**src/rtl/mdio_resp.sv**
```systemverilog
module mdio_resp #(
  parameter bit          STORE_WR = 1'b1,
  parameter logic [15:0] ID_HI    = 16'h0022,
  parameter logic [15:0] ID_LO    = 16'h161A,
  parameter int          PRE_LEN  = 32
) (
  input  logic clk,
  input  logic rst_n,
  input  logic mdc,
  input  logic mdo,
  input  logic moe,
  output logic mdi
);
  localparam int AW    = 5;
  localparam int NREG  = 1 << AW;
  localparam int DW    = 16;
  localparam int CW    = $clog2(PRE_LEN + 1);
  localparam logic [CW-1:0] C_LOAD = CW'(PRE_LEN);
  localparam logic [CW-1:0] C_HDR  = CW'(DW);
  localparam logic [1:0] ST_IDLE = 2'd0;
  localparam logic [1:0] ST_RD   = 2'd1;
  localparam logic [1:0] ST_WR   = 2'd2;

  logic mdc_s1, mdc_s2, mdo_s1, moe_s1;
  logic [PRE_LEN-2:0] hist;
  logic [CW-1:0] cnt;
  logic active;
  logic [1:0] st, st_n;
  logic [AW-1:0] addr;
  logic [DW-1:0] dout;
  logic [DW-1:0] bank [NREG];

  always_ff @(posedge clk) begin
    if (!rst_n) begin
      mdc_s1 <= 1'b0; mdc_s2 <= 1'b0; mdo_s1 <= 1'b0; moe_s1 <= 1'b0;
    end else begin
      mdc_s1 <= mdc; mdc_s2 <= mdc_s1; mdo_s1 <= mdo; moe_s1 <= moe;
    end
  end

  wire               rise   = mdc_s1 & ~mdc_s2;
  wire               din    = mdo_s1 & moe_s1;
  wire [PRE_LEN-1:0] hist_n = {hist, din};
  wire               sync   = &hist_n;
  wire               act_c  = sync | active;
  wire [CW-1:0]      c      = sync ? C_LOAD : cnt;
  wire               hdr    = act_c && (c == C_HDR);
  wire               is_wr  = hist_n[15:14] == 2'b01 && hist_n[13:12] == 2'b01 && hist_n[1:0] == 2'b10;
  wire               is_rd  = hist_n[15:14] == 2'b01 && hist_n[13:12] == 2'b10 && !hist_n[0];
  wire [AW-1:0]      reg_f  = hist_n[6:2];

  always_comb begin
    st_n = st;
    if (hdr) st_n = is_wr ? ST_WR : (is_rd ? ST_RD : ST_IDLE);
  end

  wire shift = act_c && (c < C_HDR) && (st_n == ST_RD);
  wire fin   = act_c && (c == '0) && (st_n != ST_IDLE);
  wire we    = STORE_WR && rise && fin && (st_n == ST_WR);

  always_ff @(posedge clk) begin
    if (!rst_n) begin
      hist   <= '0;
      cnt    <= '0;
      active <= 1'b0;
      st     <= ST_IDLE;
      addr   <= '0;
      dout   <= '0;
      mdi    <= 1'b0;
    end else if (rise) begin
      hist <= hist_n[PRE_LEN-2:0];
      st   <= fin ? ST_IDLE : st_n;
      if (act_c) begin
        if (c == '0) active <= 1'b0;
        else begin
          active <= 1'b1;
          cnt    <= c - CW'(1);
        end
      end
      if (hdr && st_n != ST_IDLE) addr <= reg_f;
      if (hdr && is_rd) dout <= bank[reg_f];
      else if (shift)   dout <= {dout[DW-2:0], 1'b0};
      mdi <= shift ? dout[DW-1] : 1'b0;
    end
  end

  for (genvar g = 0; g < NREG; g++) begin : g_bank
    localparam logic [DW-1:0] RV = (g == 2) ? ID_HI : ((g == 3) ? ID_LO : '0);
    always_ff @(posedge clk) begin
      if (!rst_n) bank[g] <= RV;
      else if (we && addr == AW'(g)) bank[g] <= hist_n[DW-1:0];
    end
  end
endmodule

```
**config.mk**
```make
export PLATFORM = sky130hd
export DESIGN_NAME = mdio_resp
export DESIGN_NICKNAME = d
export VERILOG_FILES = /design/src/rtl/mdio_resp.sv
export SDC_FILE = /design/constraint.sdc
export NUM_CORES = 1
export LEC_CHECK = 0
export BUFFER_PORTS_ARGS = -buffer_cell sky130_fd_sc_hd__buf_2
export CAP_MARGIN = 15
export CELL_PAD_IN_SITES_DETAIL_PLACEMENT = 1
export CELL_PAD_IN_SITES_GLOBAL_PLACEMENT = 1
export CORE_AREA = 2 2 277 279
export CTS_BUF_LIST = sky130_fd_sc_hd__clkbuf_8
export CTS_CLUSTER_SIZE = 20
export DETAILED_ROUTE_END_ITERATION = 8
export DIE_AREA = 0 0 279 281
export PLACE_DENSITY_LB_ADDON = 0.1
export SLEW_MARGIN = 20
export SYNTH_ARGS = -nofsm -noshare
export SYNTH_HDL_FRONTEND = slang
export SYNTH_SLANG_ARGS = --single-unit
export TNS_END_PERCENT = 50
```
**constraint.sdc**
```tcl
create_clock -name clk -period 4.6 [get_ports clk]
set_input_delay 1.15 -clock clk [delete_from_list [all_inputs] [get_ports clk]]
set_output_delay 1.15 -clock clk [all_outputs]
set_load 0.05 [all_outputs]
```
### After elaboration in Yosys (flattened, before gate mapping)

Memories as Yosys holds them, arrays and structs flattened. A register that Yosys moved wholly into a read port is not among the register bits.
Cells that the tools add are included.

| storage, ports and cells | value |
|---|---|
| bits in registers | 66 |
| bits in writable memories | 512 |
| bits of input ports | 5 |
| output and inout bits | 1 |
| word-level logic and storage cells | 284 |
| memories | 1 |

Memories:

| name | depth | width | read ports | clocked after Yosys merged registers in | wr ports | RTL line | text |
|---|---|---|---|---|---|---|---|
| bank | 32 | 16 | 1 | 1 | 32 | 31 | `logic [DW-1:0] bank [NREG];` |

| operators by class | value |
|---|---|
| add/subtract/negate cells | 1 |
| magnitude comparators | 1 |
| equal/unequal tests | 38 |
| multiplexer cells | 140 |
| bitwise gates (word level) | 37 |
| reductions and logical operators | 55 |

Operators with widths:

| cell | count |
|---|---|
| two-way mux 16 bit | 34 |
| two-way mux 1 bit | 100 |
| equality test 5 bit (second input constant) | 16 |
| logical AND 1 bit | 45 |
| equality test 5 x 4 -> 1 bit (second input constant) | 8 |
| OR 1 bit | 33 |
| AND reduction 32 bit | 1 |
| equality test 5 x 3 -> 1 bit (second input constant) | 4 |
| equality test 5 x 2 -> 1 bit (second input constant) | 2 |
| two-way mux 5 bit | 2 |
| equality test 2 x 1 -> 1 bit (second input constant) | 3 |
| equality test 2 bit (second input constant) | 3 |
| equality test 6 x 5 -> 1 bit (second input constant) | 1 |
| logical NOT 6 bit | 1 |
| less-than comparator 6 x 5 -> 1 bit (second input constant) | 1 |
| two-way mux 2 bit | 3 |
| two-way mux 6 bit | 1 |
| AND reduction 2 bit | 3 |
| subtractor 6 x 1 -> 6 bit (second input constant) | 1 |
| equality test 5 x 1 -> 1 bit (second input constant) | 1 |
| logical NOT 5 bit | 1 |
| nonzero test 2 bit | 2 |
| AND reduction 3 bit | 1 |
| bitwise AND 1 bit | 2 |
| other kinds (2) | 3 |

### Logic depth before layout (Yosys ltp)

Gate-level depths: netlist of run 1.

| depth | value |
|---|---|
| word-level depth | 15 |
| gate-level depth with buffers | 15 |
| depth with buffers taken out | 11 |

### Worst setup path before layout of run 1

OpenSTA, ideal clock, no wires.

| timing | value |
|---|---|
| kind | register -> register |
| from | reg hist[8] |
| to | mem bank[23][0] (enable) |
| library setup time | 0.411 ns |
| arrival | 3.752 ns |
| required time | 4.189 ns |
| setup slack | 0.437 ns |
| stages on the path, launching flop included | 15 |
| path buffers | 3 |
| period minus slack after synthesis | 4.163 ns |
| path through | dfxtp_1 -> nand4_1 -> nor4_2 -> nand3_1 -> nand2_1 -> ha_1 -> nor2b_1 -> nand3_1 -> nor2_1 -> and4b_1 -> buf_2 -> buf_6 -> nand2_2 -> buf_6 -> o21ai_0 |

RTL lines:

| element | RTL line | text |
|---|---|---|
| start: declaration | 25 | `logic [PRE_LEN-2:0] hist;` |
| start signal: assignment | 71 | `hist <= hist_n[PRE_LEN-2:0];` |
| end: declaration | 31 |  |

==> results of run 1 <==
## layer usage
| layer | GRT usage (%) | share of wire (%) | up-vias |
|---|---|---|---|
| met1 | 31.9 | 47 | 8766 |
| li1 | - | - | 7602 |
| met2 | 33.5 | 45 | 420 |
| met5 | 0 | 0 | - |
| met4 | 7.62 | 3.0 | 0 |
| met3 | 2.69 | 4.7 | 108 |
## worst max-delay path by stage
stage                                      to  cells after the start  slack [ns]
floorplan           bank[23][0]$_SDFFCE_PN0P_                     14        0.44
finish              bank[16][9]$_SDFFCE_PN0P_                     13        0.66
global route        bank[2][10]$_SDFFCE_PN0P_                     12        0.40
detailed placement  bank[16][9]$_SDFFCE_PN0P_                     13        0.68
global placement    bank[17][9]$_SDFFCE_PN0P_                     13        0.77
CTS                 bank[16][9]$_SDFFCE_PN0P_                     13        0.66
## worst max-delay path, stage by stage, from the launching register on
cell,delay [ns]
dfxtp_1,0.56
nand4_1,0.19
nor3_1,0.39
nand3_1,0.20
nand2_1,0.14
ha_1,0.15
nor2b_1,0.20
nand3_1,0.15
nor2_1,0.17
and4b_1,0.31
buf_4,0.24
nand3_4,0.31
o21ai_2,0.24
buf_4,0.31
## power breakdown
| part | internal, uW | switching (uW) | leakage (uW) |
|---|---|---|---|
| clock | 2340 | 2160 | 0.00110 |
| combinational | 75.3 | 215 | 0.00182 |
| sequential | 5890 | 43.1 | 0.00583 |
## cells in the mapped netlist, types with 8 or more instances
cell type and count:
nand3_1 72, or3_1 8, buf_2 46, clkbuf_1 98, buf_4 24, mux2i_1 243, dfxtp_1 71, a22oi_1 106
nand4_1 31, edfxtp_1 512, nor2b_1 13, buf_6 8, buf_1 8, a21oi_1 62, nand2_1 152, mux4_2 9
o21ai_0 34, o221ai_1 14, nor2_1 530
## flip-flops by register name, summed over array words and instances (netlist names), 2 cells and up, named ones only
name  count
addr      5
hist     31
dout     16
bank    512
st        2
cnt       6
## kinds of logic after synthesis
family / after synthesis / synth area share [%]
compound gates: 236 / 6.07
flops: 583 / 66.0
fa+ha+maj: 2 / 0.0983
simple gates: 842 / 13.9
mux: 252 / 10.3
buf+inv: 190 / 3.62
## layout make-up
type	instances	area, um2	share of cell area, %
diodes	1	2.50	0.00878
clock buffers	113	1560	5.46
clock inverters	73	335	1.18
inverters	5	18.8	0.0659
multi-input cells	1332	7900	27.7
flip-flops and latches	583	16800	59.0
well taps	978	1220	4.29
repair buffers	82	666	2.34
## through the flow
stage | total power, uW | hold slack, ns | setup WS [ns] | instance area, um2
3_3_place_gp | 6330 | 0.457 | 0.773 | 26600
5_1_grt | 11100 | 0.499 | 0.396 | 28500
4_1_cts | 10900 | 0.473 | 0.663 | 28500
3_5_place_dp | 6340 | 0.466 | 0.684 | 26600
6_report | 10700 | 0.468 | 0.659 | 28500
2_1_floorplan | 6190 | 0.437 | 0.437 | 25500
==> results.cfg, run 1 <==
[status]
status = finished, final reports clean

[global_route]
grt_pass1_vias = 17100
grt_start_max_net_pins = 60
grt_pass1_wl_um = 124000
antenna_found_initial = 1
grt_usage_pct = 21.9
grt_overflow = 0

[clock_tree]
cts_sinks = 583
cts_hold_buf = 0
cts_tree = yes
ctsResizeCount = 0
clock_latency_ns = 0.72
numCtsBuffers = 101
htree_levels = 3
clk_pin_slew_worst_paths_ns = 0.06
clockRootBuffer = clkbuf_8
cts_setup_buffers = 0
clk_path_buf_depth = 3

[drt]
routed_wl_um = 85000
via_per_inst = 5.34
wire_per_inst_um = 26.8
drc_errors = 0
firstDrtPassIters = 5
vias = 16900
drtIter0Drc = 1526
drtAntennaViolNets = 0

[placement]
dpl.cell_count = 2980
io_buffers = 5
dp_hpwl_um = 53500
place_congestion = 0.812

[synthesis]
synth_fp_nets = 2112
synth_cell_types = 47
ys.flop_type = edfxtp_1
syn_inst = 2105
yosysSeqAreaShare_pct = 66.0
synth_warnings = 0
yosysTopAreaCell = edfxtp_1
synth-edff-count = 512
synth-seq-cells = 583
synth_top_area_share_pct = 60.4
async_reset_ff_share_pct = 0
avgSynthCellArea_um2 = 12.1
synth.area.top_cells = edfxtp_1, mux2i_1, nor2_1
syn-cell-area_um2 = 25500

[sta]
period_share_pct = 85.7
post-route-min-period_ns = 3.94
hold_violations = 0
rsz0062_at_grt = no
final_max_slew_viol_count = 0
fmax_mhz = 254
worst_pin_slew_ns = 1.14
tns_ns = 0
skew_ns = 0.0326
relSlewSlack_pct = 23.6
finalSetupViolCount = 0

[worst_setup_path]
rr_worst_depth = 13
worstPathArrival_ns = 4.31
crit_type = reg -> reg
rrSetupSlack_ns = 0.66
r2r-end = bank[16][9]$_SDFFCE_PN0P_
critical_path_required_ns = 4.97
startpoint = hist[4]$_SDFFE_PN0P_
worst_r2r_startpoint = hist[4]$_SDFFE_PN0P_
crit_path_end_kind = register
worstPathMaxFanout = 19
startpoint_type = register

[layout]
synthToLayoutAreaGrowth_pct = 11.9
finalNonFillerCells = 3167
nets = 2112
fin_util_pct = 37.8
mostFrequentLayoutCell = nor2_1
fillers = 7999
drive_above_1_share_pct = 12.2
final_cell_mix = nor2_1, edfxtp_1, mux2i_1, nand2_1, clkbuf_8

[floorplanning]
dieArea_um2 = 78400
std_cell_rows = 101
die_x_um = 279
die_y_um = 281
start_util_pct = 33.7
core_area_um2 = 75400
io_pins = 6

[power]
peakVddDrop_uv = 183
power.density_nw_per_um2 = 376
p_leak_uw = 0.00876

[flow_run]
cap_viol_max_count = 0

[hold_path]
hold_start = hist[27]$_SDFFE_PN0P_
hold_path.class = reg -> reg
min_to = hist[28]$_SDFFE_PN0P_
hold_depth = 2
No activity file was read; power rests on OpenSTA's default activity.
==> inputs of run 2 (changes only) <==
Settings changed: ABC_AREA set to 1, CORE_AREA 2 2 277 279 to 2 2 230 232, DIE_AREA 0 0 279 281 to 0 0 232 234.
==> run 2 against run 1 <==
Against the previous run: fmax rose by 13%; critical path type unchanged; total power rose by 5.2%; setup slack improved by 0.45 ns; worst hold slack got worse by 0.045 ns; area after synthesis rose by 7.1%; register-to-register slack improved by 0.45 ns; flip-flop and latch count did not move; first-iteration DRC count rose by 38%; routed wire length rose by 0.49%; largest power group unchanged.
==> results.cfg, run 2 <==
[placement]
place_congestion = 0.901
dp_hpwl_um = 52400
dpl.cell_count = 3338
io_buffers = 5
placed_area_um2 = 27800

[worst_setup_path]
slowest_stage = o21ai_1
r2r-end = bank[26][13]$_SDFFCE_PN0P_
cp_common_cell = nand2_1
crit_type = reg -> reg
path_buf_inv = 1
crit_family = simple AND/OR/NAND/NOR gates
critical_path_required_ns = 4.99
crit_path_end_kind = register
path_cells = nand2_1, nor2_1, nand2_1, nor2_2, nand2_4, nand2_1, ha_1, nand2_4, nor2_4, nand2_2, nand2_2, nand2_2, nor2_8, nand2_1, o21ai_1, buf_4
worst_r2r_startpoint = hist[12]$_SDFFE_PN0P_
worstPathMaxFanout = 9
startpoint_type = register
worstPathArrival_ns = 3.88
rrSetupSlack_ns = 1.11
rr_worst_depth = 16
critPathMaxStageDelay_ns = 0.69

[global_route]
grtUsageMet2_pct = 52.8
use_met1_pct = 43.0
grt_overflow = 0
grt_pass1_wl_um = 129000
grt.busiest_layer = met2
grt_start_max_net_pins = 192
grt_pass1_vias = 21200
grtUsageMet3_pct = 4.23
grt_usage_pct = 31.9
antenna_found_initial = 0

[synthesis]
synth_top_area_share_pct = 56.4
yosysMostFrequentCell = nor2_1
synth_fp_nets = 2798
yosysSeqAreaShare_pct = 61.6
async_reset_ff_share_pct = 0
syn_inst = 2791
yosysTopAreaCell = edfxtp_1
synth-seq-cells = 583
syn-cell-area_um2 = 27300
synth.area.top_cells = edfxtp_1, nor2_1, o21ai_0
synthTopCellsByCount = nor2_1, edfxtp_1, o21ai_0
synth_warnings = 0
avgSynthCellArea_um2 = 9.77
synth-edff-count = 512
ys.flop_type = edfxtp_1
synth_cell_types = 37

[layout]
finalNonFillerCells = 3511
fillers = 5808
n_antenna_cell = 0
final_cell_mix = nor2_1, edfxtp_1, o21ai_0, nand2_1, nor2_2
top_regs = bank (512), hist (31), dout (16)
mostFrequentLayoutCell = nor2_1
finalInstanceArea_um2 = 29400
nets = 2756
drive_above_1_share_pct = 14.9
regMostFlops = bank
synthToLayoutAreaGrowth_pct = 7.97
largest_reg_flops = 512

[power]
p_leak_uw = 0.0100
power.density_nw_per_um2 = 383
peakVddDrop_uv = 268

[drt]
drc_errors = 0
drtIter0Drc = 2106
drtAntennaViolNets = 0
vias = 20800
firstDrtPassIters = 7
wire_per_inst_um = 24.3
via_per_inst = 5.91
routed_wl_um = 85400

[sta]
finalSetupViolCount = 0
post-route-min-period_ns = 3.49
fmax_mhz = 287
relSlewSlack_pct = 28.3
worst_pin_slew_ns = 1.07
skew_ns = 0.0403
tns_ns = 0
hold_violations = 0
period_share_pct = 75.9
final_max_slew_viol_count = 0
rsz0062_at_grt = no

[floorplanning]
dieArea_um2 = 54300
io_pins = 6
die_y_um = 234
die_x_um = 232
start_util_pct = 52.4
std_cell_rows = 84
core_area_um2 = 52000

[clock_tree]
numCtsBuffers = 97
cts_setup_buffers = 0
cts_hold_buf = 0
htree_levels = 3
clock_latency_ns = 0.70
clockRootBuffer = clkbuf_8
ctsResizeCount = 0
clk_pin_slew_worst_paths_ns = 0.06
clk_path_buf_depth = 3
cts_sinks = 583
cts_tree = yes

[status]
status = finished, final reports clean

[flow_run]
cap_viol_max_count = 0

[hold_path]
hold_start = mdc_s1$_SDFF_PN0_
hold_path.class = reg -> reg
min_to = mdc_s2$_SDFF_PN0_
hold_depth = 2
run 2: cell count changes after synthesis, sizes merged, moves of 13 or more:
cell,before,now
clkbuf,99,156
a22oi,106,6
nor2b,13,0
mux2i,243,0
o211ai,3,57
o21ai,40,324
inv,5,58
o221ai,14,0
nand4,32,45
buf,86,65
nand2,154,297
nor2,530,1000
nand3,80,127
run 2: stage by stage:
| step | hold slack, ns | power, uW | utilization (%) | worst slack, ns |
|---|---|---|---|---|
| after global routing | 0.449 | 11700 | 56.6 | 0.839 |
| after detailed placement | 0.426 | 7240 | 53.4 | 1.12 |
| after floorplan | 0.407 | 6780 | - | 0.900 |
| after CTS | 0.424 | 11300 | 56.6 | 1.10 |
| final | 0.423 | 11300 | 56.6 | 1.11 |
| after global placement | 0.414 | 7200 | 53.4 | 1.23 |
run 2: kinds of logic (layout without fill, tap and decap cells):
family / count (synthesis) / count (layout) / share of synthesized area, %
AO/OA/AOI/OAI: 445 / 445 / 8.84
XOR/XNOR: 3 / 3 / 0.0964
adder cells (fa/ha/maj): 2 / 2 / 0.0917
buffers and inverters: 285 / 317 / 4.68
flip-flops: 583 / 583 / 61.6
AND/OR/NAND/NOR: 1473 / 1473 / 24.7
run 2: per-layer routing:
layer	up-vias	share of wire (%)
met5	-	0
met4	0	3.6
met3	169	6.7
met2	756	48
met1	10500	41
li1	9369	-
run 2: tightest hold or removal path: cells and delay by family, from the launching register on:
family                 cells  cell delay [ns]
AND/OR/NAND/NOR            1             0.05
flip-flops                 1             0.31
buffers and inverters      1             0.03
run 2: worst max path at each step:
stage,startpoint,to,slack [ns],cells past startpoint
4_1_cts,hist[12]$_SDFFE_PN0P_,bank[26][13]$_SDFFCE_PN0P_,1.10,16
6_report,hist[12]$_SDFFE_PN0P_,bank[26][13]$_SDFFCE_PN0P_,1.11,16
3_5_place_dp,hist[12]$_SDFFE_PN0P_,bank[26][12]$_SDFFCE_PN0P_,1.12,16
2_1_floorplan,hist[7]$_SDFFE_PN0P_,bank[16][0]$_SDFFCE_PN0P_,0.90,16
3_3_place_gp,hist[4]$_SDFFE_PN0P_,bank[26][12]$_SDFFCE_PN0P_,1.23,16
5_1_grt,hist[12]$_SDFFE_PN0P_,bank[26][13]$_SDFFCE_PN0P_,0.84,16
run 2: final cells by class:
cell class	instances	area [um2]	share of cell area [%]
clock buffers	102	1400	4.77
repair buffers	80	641	2.18
clock inverters	71	285	0.969
flip-flops and latches	583	16800	57.1
multi-input cells	1923	9200	31.3
inverters	64	245	0.833
well taps	688	861	2.92
run 2: where the power goes:
part	internal, uW	leakage, uW	switching (uW)	total [uW]
logic	234	0.00358	847	1080
registers	5980	0.00543	87.1	6070
clock network	2030	0.000998	2100	4130
